File: src/rtl/cpu_irq_iface.sv
module cpu_irq_iface #(
  parameter int NUM_IDS = 64,
  parameter int ADDR_W  = 4
) (
  input  logic              clk,
  input  logic              rst_n,
  input  logic [ADDR_W-1:0] bus_addr,
  input  logic              bus_wr,
  input  logic [31:0]       bus_wdata,
  input  logic              bus_rd,
  output logic [31:0]       bus_rdata,
  output logic              bus_rvalid,
  input  logic              cand_valid,
  input  logic [9:0]        cand_id,
  input  logic [7:0]        cand_prio,
  input  logic              cand_edge,
  output logic              cpu_irq,
  output logic              ack_valid,
  output logic [9:0]        ack_id,
  output logic              ack_edge,
  output logic              eoi_valid,
  output logic [9:0]        eoi_id
);
  localparam int LIM_INT = (NUM_IDS < 1020) ? NUM_IDS : 1020;
  localparam logic [9:0] ID_LIM = LIM_INT[9:0];
  localparam int IDX_W = (NUM_IDS > 1) ? $clog2(NUM_IDS) : 1;
  localparam logic [ADDR_W-1:0] OFF_CTRL = ADDR_W'(0);
  localparam logic [ADDR_W-1:0] OFF_MASK = ADDR_W'(4);
  localparam logic [ADDR_W-1:0] OFF_ACK  = ADDR_W'(8);
  localparam logic [ADDR_W-1:0] OFF_EOI  = ADDR_W'(12);
  localparam logic [9:0] SPURIOUS = 10'd1023;

  logic               ctrl_q;
  logic [7:0]         mask_q;
  logic [NUM_IDS-1:0] active_q, active_d;
  logic               irq_q;

  logic [IDX_W-1:0] cidx, eidx;
  logic             cand_ok, qualify, ack_hit, eoi_hit;
  logic [9:0]       eoi_req;

  assign cidx    = cand_id[IDX_W-1:0];
  assign eoi_req = bus_wdata[9:0];
  assign eidx    = eoi_req[IDX_W-1:0];
  assign cand_ok = cand_valid && (cand_id < ID_LIM);
  assign qualify = ctrl_q && cand_ok && (cand_prio < mask_q) && !active_q[cidx];
  assign ack_hit = bus_rd && (bus_addr == OFF_ACK) && qualify;
  assign eoi_hit = bus_wr && (bus_addr == OFF_EOI) && (eoi_req < ID_LIM) && active_q[eidx];

  always_comb begin
    active_d = active_q;
    if (ack_hit) active_d[cidx] = 1'b1;
    if (eoi_hit) active_d[eidx] = 1'b0;
  end

  always_ff @(posedge clk) begin
    if (!rst_n) begin
      ctrl_q   <= 1'b0;
      mask_q   <= 8'h00;
      active_q <= '0;
      irq_q    <= 1'b0;
    end else begin
      if (bus_wr && bus_addr == OFF_CTRL) ctrl_q <= bus_wdata[0];
      if (bus_wr && bus_addr == OFF_MASK) mask_q <= bus_wdata[7:0];
      active_q <= active_d;
      irq_q    <= qualify && !ack_hit;
    end
  end

  always_ff @(posedge clk) begin
    if (!rst_n) begin
      bus_rvalid <= 1'b0;
      bus_rdata  <= '0;
      ack_valid  <= 1'b0;
      ack_id     <= '0;
      ack_edge   <= 1'b0;
      eoi_valid  <= 1'b0;
      eoi_id     <= '0;
    end else begin
      bus_rvalid <= bus_rd;
      if (bus_rd) begin
        unique case (bus_addr)
          OFF_CTRL: bus_rdata <= {31'd0, ctrl_q};
          OFF_MASK: bus_rdata <= {24'd0, mask_q};
          OFF_ACK:  bus_rdata <= {22'd0, ack_hit ? cand_id : SPURIOUS};
          default:  bus_rdata <= '0;
        endcase
      end
      ack_valid <= ack_hit;
      if (ack_hit) begin
        ack_id   <= cand_id;
        ack_edge <= cand_edge;
      end
      eoi_valid <= eoi_hit;
      if (eoi_hit) eoi_id <= eoi_req;
    end
  end

  assign cpu_irq = irq_q;


  disabled_quiet_chk: assert property (@(posedge clk) disable iff (!rst_n)
    !ctrl_q |=> !cpu_irq);


  below_mask_chk: assert property (@(posedge clk) disable iff (!rst_n)
    $rose(cpu_irq) |-> $past(cand_prio) < $past(mask_q));


  ack_data_chk: assert property (@(posedge clk) disable iff (!rst_n)
    ack_valid |-> bus_rvalid && bus_rdata == {22'd0, ack_id} && ack_id < ID_LIM);


  ack_drops_irq_chk: assert property (@(posedge clk) disable iff (!rst_n)
    ack_valid |-> !cpu_irq && active_q[ack_id[IDX_W-1:0]]);


  eoi_retire_chk: assert property (@(posedge clk) disable iff (!rst_n)
    eoi_valid |-> !active_q[eoi_id[IDX_W-1:0]]);


  spurious_chk: assert property (@(posedge clk) disable iff (!rst_n)
    bus_rvalid && bus_rdata == 32'd1023 |-> !ack_valid);
endmodule

File: config.mk
export PLATFORM = sky130hd
export DESIGN_NAME = cpu_irq_iface
export DESIGN_NICKNAME = d
export VERILOG_FILES = /design/src/rtl/cpu_irq_iface.sv
export SDC_FILE = /design/constraint.sdc
export NUM_CORES = 1
export LEC_CHECK = 0
export BUFFER_PORTS_ARGS = -buffer_cell sky130_fd_sc_hd__buf_2
export CAP_MARGIN = 20
export CORE_ASPECT_RATIO = 0.8
export CORE_MARGIN = 2
export CORE_UTILIZATION = 35
export DETAILED_ROUTE_END_ITERATION = 10
export REMOVE_ABC_BUFFERS = 1
export SLEW_MARGIN = 20
export SYNTH_ARGS = -nofsm -noshare
export SYNTH_HDL_FRONTEND = slang
export SYNTH_SLANG_ARGS = --single-unit
File: constraint.sdc
create_clock -name clk -period 2.37 [get_ports clk]
set_input_delay 0.3555 -clock clk [delete_from_list [all_inputs] [get_ports clk]]
set_output_delay 0.3555 -clock clk [all_outputs]
set_load 0.005 [all_outputs]
==> metrics.md, run 1 <==
| Metric | Value |
|---|---|
| Status | finished, violations left |
| Failing checks | negative setup slack |
| Post-Synth XOR/XNOR Area | 0% |
| FP Rows | 44 |
| Area of the multi-input gates | 4010 sq um |
| DR WL/cell | 20.3 um |
| CP Max Fanout | 7 |
| IO Count | approximately 120 |
| Cts hold-fix bufs | 0 |
| 1st-iter DRT viols | 826 |
| Synth Area in Compound Gates | 26.6% |
| Vias in the first global route | 5998 |
| Post-layout min period | 2.51 ns |
| Cell family with the largest share of critical-path delay | multiplexers |
| Critical path buffers and inverters | 1 |
| Largest net degree at the start of global routing | 69 |
| Via density | 5.76 |
| Critical Path End Type | register |
| Most frequent cells in the layout | buf_4, dfxtp_1, buf_2, o21ai_0, nand2_1 |
| Crit path max-delay cell type | mux4_2 |
| Largest family of logic cells by synthesized area | compound AO/OA/AOI/OAI gates |
| Power Density | 442 nW/um^2 |
| Delay of the slowest critical-path stage | 0.50 ns |
| M2 GR Usage | 34.1% |
| Non-filler instance count after layout | 1148 |
| Vias | 6615 |
| Die width | about 160 um |
| Total iterations of the first detailed-routing run | 7 |
| Worst min-delay path category | primary input to register |
| Die Height | 125 um |
| Leak Pwr | between 0.003 and 0.004 uW |
| Met1 Usage GRT | roughly 34% |
| Clk_skew | 0.00584 ns |
| GRT busiest layer | met2 |
| HPWL Detailed | 16000 um |
| Ys Warns | 0 |
| Final Setup Violations | 55 |
| EDFF count, synth | 0 |
| I/O Buffers | 72 |
| Mux contribution to synthesized area | 11.4% |
| Most common cell after layout, fill and taps aside | buf_4 |
| Simple-gate share of the synthesized area | 16.4% |
| Avg Inst Size Synth | around 8.7 sq um |
| GPL Wtd Cong | between 0.9 and 1 |
| CP Class | register to register |
| Worst endpoint data arrival time | 2.77 ns |
| Total track usage | a little under a quarter |
| Synthesized-area fraction occupied by adder cells | 1.36% |
| Placed insts | 1115 |
| Max cap viols | 0 |
| Final Max Slew Viols | 0 |
| Synth Register Bits | between 100 and 150 |
| Net count, final | about 980 |
| Fraction of layout cells with a size suffix above 1 | between 30% and 40% |
| Die ar. | 19500 sq um |
| Synth unique cells | between 60 and 70 |
| Final hold viol count | 0 |
| DRC Markers | 0 |
| Ys async rst share | 0% |
| Area grow syn2layout | 35.5% |
| CP Data Required Time | 2.63 ns |
| H-Tree Depth | 3 |
| Num CTS Buffers | 9 |
| Fmax | 398 MHz |
| Mapped Area | 6430 sq um |
| Met3 usage | 4.61% |
| ANT nets after route | 0 |
| RSZ-0062 raised after global routing | yes |
| Final wirelength | roughly 23000 um |
| Fill count | 1759 |
| Max Root-Sink Buffers | 2 |
| Global-route wire length before repair | 34600 um |
| Register area share after synthesis | about 34% |
| Core region area | 18100 sq um |
| Primary FF master, synth | dfxtp_1 |
| Crit-path cells | mux4_2 > mux2i_4 > o22ai_1 > a31oi_2 > nand3_2 > or3_4 > clkbuf_16 > o41ai_2 |
| Peak VDD IR | 0.313 mV |
| Grt ovf | 0 |
| Starting Density | 35.6% |
| Fin util | 48.3% |
| Clock Latency Late Sink | approximately 0.36 ns |
| Clock sink count | 108 |
| Final worst slack | -0.140 ns |
| Clk slew on worst S/H paths | ~0.08 ns |
| Clock Tree Root | clkbuf_16 |
| Final period util | 106% |
| Startpoint Class | register |
| Syn Inst Count | 736 |
| Max_slew headroom | 63.1% |
| Worst-Margin Slew | 0.552 ns |
| Antenna violations before repair | 1 |
| FF+latch area | 2180 sq um |
| CTS tree | built |
[layout make-up]
type                            instances  area share, %
Clock inverter                          5          0.474
Inverter                               46           1.98
Sequential cell                       108           25.0
Tap cell                              230           3.30
Timing Repair Buffer                  232           20.4
Antenna cell                            1         0.0287
Clock buffer                           11           2.90
Multi-Input combinational cell        515           46.0
[layer usage]
layer	wire length (um)	part of all wire [%]
met5	0	0
met3	2110	9.1
met2	10100	43
met1	10500	45
met4	507	2.2
[tightest hold or removal path, cell delays in order]
cell and delay, ns:
buf_2 0.10, nand2_1 0.04, mux2i_1 0.05
[sequential cells by signal, summed over array words and instances (netlist names)]
register    count
ack_valid       1
eoi_valid       1
eoi_id         10
active_q       64
mask_q          8
ctrl_q          1
cpu_irq         1
ack_edge        1
bus_rdata      10
ack_id         10
bus_rvalid      1
[synth_stat cells, drive strengths merged, types with 2 or more instances]
cell type,number,area share (%)
nor2b,17,1.7
nand4,4,0.39
a22oi,8,0.93
a221oi,6,0.82
nand3,14,1.2
or3,37,3.7
mux2,8,1.4
clkbuf,37,2.2
inv,45,2.6
nand2,56,3.3
and3b,3,0.41
o221a,2,0.35
nand2b,6,0.58
nor3,6,0.47
a211oi,2,0.31
a211o,2,0.27
and3,10,0.97
mux4,13,4.6
dfxtp,108,34
and4,2,0.27
a21oi,8,0.62
and2,12,1.2
o41ai,18,4.6
o21ai,90,7.0
a31oi,2,0.29
mux2i,35,5.4
nor2,14,0.82
o22ai,38,3.7
nand3b,5,0.58
ha,7,1.4
a21o,3,0.35
o2111ai,14,2.0
nor3b,4,0.47
o211ai,34,4.0
buf,51,5.7
[final timing paths]
kind / to / slack (ns) / cells past startpoint / from
worst max-delay path: active_q[9] / -0.14 / 8 / active_q[7]
worst min-delay path: ack_edge / 0.24 / 3 / cand_edge
worst max register to register: active_q[9] / -0.14 / 8 / active_q[7]
worst min register to register: eoi_id[5] / 0.45 / 2 / eoi_id[5]
[metrics by stage]
stage	area [sq um]	power (uW)	TNS (ns)	setup slack [ns]	hold slack (ns)
finish	8710	3850	-4.05	-0.140	0.238
global placement	7780	2320	-37.57	-0.538	0.435
floorplan	6000	2010	-3.12	-0.143	0.449
detailed placement	7780	2320	-31.00	-0.473	0.447
CTS	8210	3850	-2.26	-0.118	0.232
global route	8710	3970	-8.42	-0.205	0.259
[report_power, final]
part	leakage (uW)	internal (uW)	switching (uW)
clock	0.000139	784	745
combinational	0.00247	200	298
sequential	0.000876	1820	3.01
total	0.00348	2800	1050
[cells by family (layout without fill, tap and decap cells)]
kind of cell	after synthesis	after routing
compound gates	236	236
simple gates	194	194
buf+inv	134	294
flops	108	108
mux	56	56
fa+ha+maj	7	7
other cells	1	23
[repair_timing]
| item | 4_1_cts | 5_1_grt |
|---|---|---|
| endpoints found under the setup margin | 82 | 96 |
| cloned | 0 | 3 |
| resized for setup | 23 | 83 |
| setup buffers | 8 | 7 |
| pin swaps | 5 | 13 |
(Power assumes the default switching activity.)
==> inputs of run 2 (changes only) <==
--- a/config.mk
+++ b/config.mk
@@ -7,10 +7,13 @@
 export LEC_CHECK = 0
 export BUFFER_PORTS_ARGS = -buffer_cell sky130_fd_sc_hd__buf_2
 export CAP_MARGIN = 20
+export CELL_PAD_IN_SITES_DETAIL_PLACEMENT = 1
+export CELL_PAD_IN_SITES_GLOBAL_PLACEMENT = 2
 export CORE_ASPECT_RATIO = 0.8
 export CORE_MARGIN = 2
-export CORE_UTILIZATION = 35
+export CORE_UTILIZATION = 31
 export DETAILED_ROUTE_END_ITERATION = 10
+export PLACE_DENSITY_LB_ADDON = 0.1
 export REMOVE_ABC_BUFFERS = 1
 export SLEW_MARGIN = 20
 export SYNTH_ARGS = -nofsm -noshare
==> run 2 against run 1 <==
Net effect: the run still ends with negative setup slack left; flip-flop and latch count unchanged; hold slack better by 0.0050 ns; critical path depth up 1.
==> metrics.md, run 2 (same netlist as run 1, synthesis figures left out) <==
| Metric | Value |
|---|---|
| Clk slew on worst S/H paths | around 0.08 ns |
| Max Root-Sink Buffers | 2 |
| Worst setup path start | active_q[29] |
| Die Height | 133 um |
| CP Class | register to register |
| ANT nets after route | 0 |
| Fmax | 393 MHz |
| HPWL Detailed | a little under 20000 um |
| FP Rows | 47 |
| Die width | 165 um |
| Non-filler instance count after layout | 1197 |
| Global-route wire length before repair | roughly 41000 um |
| I/O Buffers | 72 |
| Startpoint Class | register |
| Final Setup Violations | 75 |
| Net count, final | 990 |
| Crit path max-delay cell type | mux4_2 |
| Core region area | 20500 sq um |
| Worst hold slack | about 0.24 ns |
| Die ar. | 21900 sq um |
| Starting Density | 31.3% |
| Num CTS Buffers | 9 |
| Clock Latency Late Sink | about 0.37 ns |
| Most frequent cells in the layout | buf_4, dfxtp_1, o21ai_0, buf_2, nand2_1 |
| Failing checks | negative setup slack |
| Grt ovf | 0 |
| Final Max Slew Viols | 0 |
| Via density | roughly 5.6 |
| Peak VDD IR | 0.356 mV |
| Vias | 6689 |
| Largest net degree at the start of global routing | 52 |
| CTS tree | built |
| Area grow syn2layout | 37.7% |
| Max_slew headroom | ~60% |
| Fraction of layout cells with a size suffix above 1 | 37.6% |
| DR WL/cell | 23.2 um |
| Reg2Reg Launch Point | active_q[29] |
| Critical Path End Type | register |
| Final hold viol count | 0 |
| Antenna violations before repair | 0 |
| Clock sink count | 108 |
| Most common cell after layout, fill and taps aside | buf_4 |
| Most flops, register | active_q |
| Antenna cells | 0 |
| Final wirelength | 27800 um |
| Power Density | 441 nW/um^2 |
| Worst min-delay path category | primary input to register |
| Placed insts | 1169 |
| Clock Tree Root | clkbuf_16 |
| CP Data Required Time | 2.64 ns |
| Total iterations of the first detailed-routing run | 6 |
| Max reg flops | 64 |
| Max cap viols | 0 |
| Vias in the first global route | about 6600 |
| H-Tree Depth | 3 |
| Hold_sp | cand_edge |
| Worst-Margin Slew | roughly 0.6 ns |
| Clk_skew | 0.0100 ns |
| IO Count | 117 |
| Total track usage | between 20% and 30% |
| Delay of the slowest critical-path stage | 0.51 ns |
| CP Max Fanout | 9 |
| Final period util | 107% |
| DRC Markers | 0 |
| Leak Pwr | 0.00364 uW |
| RSZ-0062 raised after global routing | yes |
| Cts hold-fix bufs | 0 |
| Worst endpoint data arrival time | 2.82 ns |
| Crit-path cells | mux4_2 > mux2i_1 > buf_4 > o22ai_4 > a31oi_4 > nand3_2 > or3_4 > clkbuf_16 > o41ai_2 |
| Status | finished, violations left |
| GPL Wtd Cong | 0.909 |
| 1st-iter DRT viols | 526 |
| Final worst slack | -0.177 ns |
| Post-layout min period | 2.55 ns |
## run 2: cell types whose count changed in the layout (fill, tap and decap cells not counted), sizes merged
cell	change
clkinv	+1
diode	-1
buf	+11
inv	-1
## run 2: final timing paths
kind	endpoint	slack, ns	cells after the start
worst min-delay path	ack_edge	0.24	3
worst max-delay path	active_q[42]	-0.18	9
worst min register to register	bus_rdata[9]	0.46	2
worst max register to register	active_q[42]	-0.18	9
## run 2: layout make-up
type | count | area, sq um
Clock buffer | 11 | 243
Multi-Input combinational cell | 515 | 4010
Sequential cell | 108 | 2170
Timing Repair Buffer | 243 | 1880
Inverter | 46 | 173
Tap cell | 269 | 337
Fill cell | 2388 | 11700
Clock inverter | 5 | 43.8
## run 2: routing by layer
layer	up-vias	global-route usage, %	part of all wire, %
li1	3076	-	-
met1	3343	35.5	46
met2	234	38.7	45
met3	36	5.77	7.0
met4	0	7.00	1.9
met5	-	0	0
## run 2: repair_timing
action / 4_1_cts / 5_1_grt
resized for setup: 56 / 27
endpoints found under the setup margin: 77 / 95
hold endpoints to repair: 0 / 0
gates cloned: 1 / 4
setup buffers: 7 / 1
pin swaps: 9 / 4
## run 2: worst max-delay path: cells and delay by family (launching register included)
family / cells / cell delay [ns]
AO/OA/AOI/OAI: 3 / 0.57
multiplexers: 2 / 0.66
flip-flops: 1 / 0.33
buffers and inverters: 2 / 0.34
AND/OR/NAND/NOR: 2 / 0.55
## run 2: stage by stage
step	instance area [sq um]	total power, uW	utilization (%)	setup TNS, ns	setup WS [ns]
floorplan	6000	2010	-	-3.12	-0.143
global placement	7970	2370	38.8	-32.20	-0.447
detailed placement	7970	2380	38.8	-34.75	-0.503
CTS	8630	3910	42.1	-6.29	-0.158
global route	8850	4030	43.1	-17.70	-0.291
finish	8850	3900	43.1	-9.07	-0.177
## run 2: power breakdown
| part | switching [uW] | total [uW] | internal (uW) |
|---|---|---|---|
| logic | 327 | 546 | 219 |
| registers | 2.78 | 1820 | 1820 |
| clock network | 780 | 1540 | 758 |
| total | 1110 | 3900 | 2800 |
